==> config.mk <==
export PLATFORM = sky130hd
export DESIGN_NAME = nand_colptr
export DESIGN_NICKNAME = d
export VERILOG_FILES = /design/src/rtl/nand_colptr.sv
export SDC_FILE = /design/constraint.sdc
export NUM_CORES = 1
export LEC_CHECK = 0
export ABC_AREA = 1
export BUFFER_PORTS_ARGS = -buffer_cell sky130_fd_sc_hd__buf_2
export CAP_MARGIN = 20
export CORE_AREA = 4 4 48 50
export DETAILED_ROUTE_END_ITERATION = 12
export DIE_AREA = 0 0 52 54
export PLACE_DENSITY_LB_ADDON = 0.2
export SYNTH_ARGS = -nofsm -noshare
export SYNTH_HDL_FRONTEND = slang
export SYNTH_SLANG_ARGS = --single-unit
==> constraint.sdc <==
create_clock -name clk -period 1.64 [get_ports clk]
set_input_delay 0.164 -clock clk [delete_from_list [all_inputs] [get_ports clk]]
set_output_delay 0.164 -clock clk [all_outputs]
set_load 0.01 [all_outputs]
==> src/rtl/nand_colptr.sv <==
module nand_colptr #(
  parameter int PAGE_COLS  = 528,
  parameter int AREA_SPAN  = 256,
  parameter int SPARE_BITS = 4,
  parameter int ABITS      = 8,
  parameter int CW         = $clog2(PAGE_COLS)
) (
  input  logic          clk,
  input  logic          rst_n,
  input  logic          cmd_we,
  input  logic [7:0]    cmd,
  input  logic          addr_we,
  input  logic [ABITS-1:0] addr,
  input  logic          data_stb,
  input  logic          op_done,
  output logic [CW-1:0] col,
  output logic [1:0]    area,
  output logic          eop
);
  localparam int SPAN_SH = $clog2(AREA_SPAN);
  localparam logic [CW-1:0] LAST = CW'(PAGE_COLS - 1);
  localparam logic [7:0] CMD_LO = 8'h00;
  localparam logic [7:0] CMD_HI = 8'h01;
  localparam logic [7:0] CMD_SP = 8'h50;
  localparam logic [1:0] AR_LO = 2'd0;
  localparam logic [1:0] AR_HI = 2'd1;
  localparam logic [1:0] AR_SP = 2'd2;

  logic [1:0]    area_q;
  logic [CW-1:0] col_q;
  logic [CW-1:0] base;
  logic [CW-1:0] offs;

  assign base = CW'(area_q) << SPAN_SH;
  assign offs = (area_q == AR_SP) ? CW'(addr[SPARE_BITS-1:0]) : CW'(addr);

  always_ff @(posedge clk) begin
    if (!rst_n) begin
      area_q <= AR_LO;
    end else if (cmd_we) begin
      case (cmd)
        CMD_LO:  area_q <= AR_LO;
        CMD_HI:  area_q <= AR_HI;
        CMD_SP:  area_q <= AR_SP;
        default: area_q <= area_q;
      endcase
    end else if (op_done && area_q == AR_HI) begin
      area_q <= AR_LO;
    end
  end

  always_ff @(posedge clk) begin
    if (!rst_n)
      col_q <= '0;
    else if (addr_we)
      col_q <= base + offs;
    else if (data_stb && col_q != LAST)
      col_q <= col_q + CW'(1);
  end

  assign col  = col_q;
  assign area = area_q;
  assign eop  = (col_q == LAST);
endmodule


-- After elaboration in Yosys (flattened, before gate mapping)
Cells that the tools add are included.
Widths: inputs -> output; s select.
- bits in registers: 12
- input bits: 22
- output and inout port bits: 13
- word-level logic and storage cells: 23
- $add $sub $neg: 2
- eq/ne operators: 7
- muxes and demuxes: 6
- reductions and logical operators: 6
- operators with widths (cell ; number):
    $mux 10 ; 2
    $add 10x1->10 const B ; 1
    $add 10x8->10 ; 1
    $eq 10x10->1 const B ; 1
    $ne 10x10->1 const B ; 1
    $eq 8x1->1 const B ; 1
    $eq 8x7->1 const B ; 1
    $logic_not 8->1 ; 1
    $mux 8 ; 1
    $pmux 2 s3 ; 1
    $mux 2 ; 2
    $ne 4x1->1 const B ; 1
    $reduce_bool 2->1 ; 2
    $eq 2x1->1 const B ; 1
    $eq 2x2->1 const B ; 1
    $logic_and 1x1->1 ; 2
    $reduce_and 2->1 ; 1

-- Depth between registers and ports, before layout
- depth after elaboration: 4
- mapped depth: 10
- depth with buffers taken out: 10

-- Worst setup path before layout
Ideal clock, no wire load.
- path type: register to register
- start: register col_q[0], in the netlist col[0]
- end: register col_q[0], in the netlist col[0]
- setup time: 126 ps
- arrival: 1266 ps
- required time: 1514 ps
- setup slack: 247 ps
- cell stages (with the launch flop): 9
- buffers on the path: 0
- period minus slack after synthesis: 1393 ps
- path through: dfxtp_1 > ha_1 > nand3_2 > nor2_4 > nand2_4 > nand2_4 > nand2_4 > o21ai_0 > a21oi_1
- longest elaborated chain between the ends: 3
- elaborated cells on any way between the ends: 6
- classes of those cells: 1 x add/sub; 1 x eq/ne; 2 x mux; 2 x reduce/logical
- RTL lines (what ; RTL line ; text):
    start: declaration ; 30 ; logic [CW-1:0] col_q;
    start signal: assignment ; 56 ; col_q <= base + offs;
    start signal: assignment ; 58 ; col_q <= col_q + CW'(1);
    $add 10x1->10 / $ne 10x10->1 (equally long branches) ; 58, 57 ;
    $mux 10 / $logic_and 1x1->1 (equally long branches) ; 57 ; else if (data_stb && col_q != LAST)
    $mux 10 / $reduce_bool 2->1 (equally long branches) ; n/a ;
Several ways; a longest one is shown, not always the timed one. The select of a mux whose other input is x is not followed.
A chain may end at the register's enable or synchronous reset.

-- Final worst setup path
- start: register col_q[1], in the netlist col[1]
- end: output port eop
- longest elaborated chain between the ends: 1
- RTL lines (what ; RTL line ; text):
    $eq 10x10->1 ; 63 ; assign eop = (col_q == LAST);
    end: declaration ; 18 ; output logic eop
No other way between the ends.

==> impl_metrics.json <==
{
  "outcome": "completed",
  "dr.pass1.iters": 4,
  "final_common_cell": "buf_2",
  "finClkSkew_ns": 0.0007495,
  "hold_path_depth": 3,
  "cp_data_required_time_ns": 1.48,
  "clock-sinks": 12,
  "ios": 35,
  "syn-num-nets": 150,
  "synth_top_family_by_area": "simple AND/OR/NAND/NOR gates",
  "fin_crit_sh_pct": 93.69,
  "syn_area_um2": 815.8,
  "power.total_uw": 710.7,
  "r2r_slack_ns": 0.20,
  "tightest_slew_ns": 0.2775,
  "power.density_mw_per_mm2": 664.4,
  "antenna_cells": 0,
  "finalSetupViolCount": 0,
  "netlist_instances": 127,
  "initial_core_util_pct": 42.89,
  "switching_share_pct": 29.09,
  "p_clk_share_pct": 34.3,
  "timing.rr.end": "col[0]$_SDFFE_PN0P_",
  "fmax_mhz": 650.8,
  "p_int_uw": 504.0,
  "drt_iter0_drc": 28,
  "hp-class": "in -> reg",
  "ant_nets": 0,
  "ys_seq_area_share_pct": 29.45,
  "timing.rr.start": "col[1]$_SDFFE_PN0P_",
  "synthXorXnorAreaFrac_pct": 2.147,
  "period_minus_slack_ns": 1.537,
  "clock_latency_ns": 0.28,
  "ys_ff_latch": 12,
  "min_to": "area[0]$_SDFFE_PN0P_",
  "yosys.area_share.simple_pct": 44.33,
  "drive_above_1_share_pct": 31.93,
  "hold_viol": 0,
  "wl_um": 2121,
  "nNetsFinal": 190,
  "layout_common_cells": "buf_2, nand2_1, nor2_1, inv_1, dfxtp_1",
  "core_mm2": 0.001902,
  "p_leak_nw": 0.5439,
  "peakVddDrop_v": 0.0004496,
  "slew_headroom_pct": 81.36,
  "combPwrFrac_pct": 19.5,
  "crit_arrival_ns": 1.37,
  "grt_pass1_wl_um": 3463,
  "synth_compound_area_share_pct": 13.96,
  "hold_start": "cmd[0]",
  "grt_pass1_vias": 867,
  "drc_errors": 0,
  "synthAdderAreaFrac_pct": 1.534,
  "rows": 16,
  "final.setup.worst_slack_ns": 0.1035,
  "post_cts_buffers": 0,
  "gp_congestion": 0.8541,
  "synthDistinctLibCells": 26,
  "clk_pin_slew_worst_paths_ns": 0.08,
  "p_switching_uw": 206.8,
  "postPlaceCellArea_mm2": 0.001030,
  "numPortBuffers": 34,
  "grt_overflow": 0,
  "cts_tree": "yes",
  "crit_path_start_kind": "flop",
  "rsz0062_at_grt": "no",
  "endpoint_kind": "primary output",
  "ctsLongestPathBuffers": 2,
  "syn_avg_cell_area_um2": 6.423,
  "worstRegToRegCells": 8,
  "synth_mux_area_share_pct": 0,
  "track_usage_pct": 16.64,
  "syn_to_final_growth_pct": 31.14,
  "cts_resized": 0,
  "place_hpwl_um": 1727,
  "cts_hold_buf": 0,
  "fin_setup_tns_ns": 0,
  "stdcell_area_mm2": 0.001070,
  "maxCapViolCount": 0,
  "crit_type": "reg -> out",
  "numCtsBuffers": 3,
  "die_h_um": 54,
  "place_ws_ns": 0.1938,
  "antenna_found_initial": 0,
  "seq_power_share_pct": 46.2,
  "vias": 932,
  "slew_viol_final": 0,
  "die_area_mm2": 0.002808,
  "viasPerCell": 4.829,
  "cts_root_buf": "clkbuf_4",
  "ctsHtreeMaxLevel": 1,
  "grt_max_degree": 12,
  "cp_max_fo": 4,
  "die_x_um": 52,
  "yosysWarnings": 0,
  "wl_per_cell_um": 10.99
}
==> critical path, cell delays in order (launching register included) <==
cell	delay (ns)
dfxtp_1	0.39
ha_2	0.22
nand3_2	0.11
nor2_4	0.13
nand2_4	0.08
inv_1	0.05
buf_2	0.11
==> metal layers <==
| layer | vias to the layer above | track usage, % | part of all wire, % | routed length (um) |
|---|---|---|---|---|
| met1 | 400 | 20.07 | 46 | 982 |
| met3 | 4 | 3.324 | 6.5 | 138 |
| met5 | - | 0 | 0 | 0 |
| met4 | 0 | 8.297 | 1.0 | 22 |
| met2 | 30 | 28.03 | 46 | 977 |
| li1 | 498 | - | - | - |
==> power groups by stage <==
stage                     logic (mW)  clock network (mW)  registers [mW]
after floorplan               0.0703                   0           0.339
after global placement         0.137                   0           0.334
after detailed placement       0.138                   0           0.335
after CTS                      0.139               0.247           0.328
after global routing           0.157               0.262           0.331
final                          0.138               0.244           0.329
==> state kept, by name, indices dropped and copies added (netlist names) <==
register,cells
col,10
area,2
==> synthesized netlist by cell type <==
cell	count	area, um2
inv_1	14	52.55
nor3_1	5	25.02
buf_2	1	5.000
nand2_1	28	105.1
nor2_1	18	67.56
nor3b_2	1	12.51
nor2_2	2	12.51
nand3b_1	1	7.510
o21ai_1	1	5.000
a21oi_1	9	45.04
o31ai_1	1	7.510
o21ai_0	7	35.03
clkinv_4	1	8.760
dfxtp_1	12	240.2
ha_1	1	12.51
nand3_2	1	10.01
nand2_4	3	33.78
nand2b_1	1	6.260
nor2_4	1	11.26
nand3_1	9	45.04
a31oi_1	2	12.51
nand2_2	1	6.260
nand4_1	3	18.77
clkinv_1	1	3.750
xor2_1	2	17.52
a21oi_2	1	8.760
==> final cells by class <==
type	count	area [um2]
multi-input cells	98	508.0
fillers	193	832.0
inverters	16	65.06
flip-flops and latches	12	241.5
clock buffers	4	36.28
well taps	27	33.78
repair buffers	36	185.2
==> per-stage QoR <==
step / util, % / std cells / hold WS [ns]
floorplan: - / 127 / 0.2616
global placement: 54.14 / 189 / 0.4347
detailed placement: 54.14 / 189 / 0.4372
CTS: 56.05 / 193 / 0.1405
global route: 56.25 / 193 / 0.1600
finish: 56.25 / 193 / 0.1465
==> worst max-delay path by stage <==
stage / slack [ns] / depth (start not counted) / endpoint / startpoint
2_1_floorplan: 0.25 / 8 / col[0]$_SDFFE_PN0P_ / col[0]$_SDFFE_PN0P_
6_report: 0.10 / 6 / eop / col[1]$_SDFFE_PN0P_
3_5_place_dp: 0.19 / 8 / col[1]$_SDFFE_PN0P_ / col[0]$_SDFFE_PN0P_
4_1_cts: 0.08 / 6 / eop / col[0]$_SDFFE_PN0P_
3_3_place_gp: 0.24 / 8 / col[6]$_SDFFE_PN0P_ / col[0]$_SDFFE_PN0P_
5_1_grt: 0.02 / 6 / eop / col[1]$_SDFFE_PN0P_
==> cells by family (layout without fill, tap and decap cells) <==
kind of cell / after synthesis / count (layout)
compound gates: 21 / 21
xor+xnor: 2 / 2
fa+ha+maj: 1 / 1
buf+inv: 17 / 56
flops: 12 / 12
simple gates: 74 / 74
Note: power is estimated with default switching activity, not from simulation.
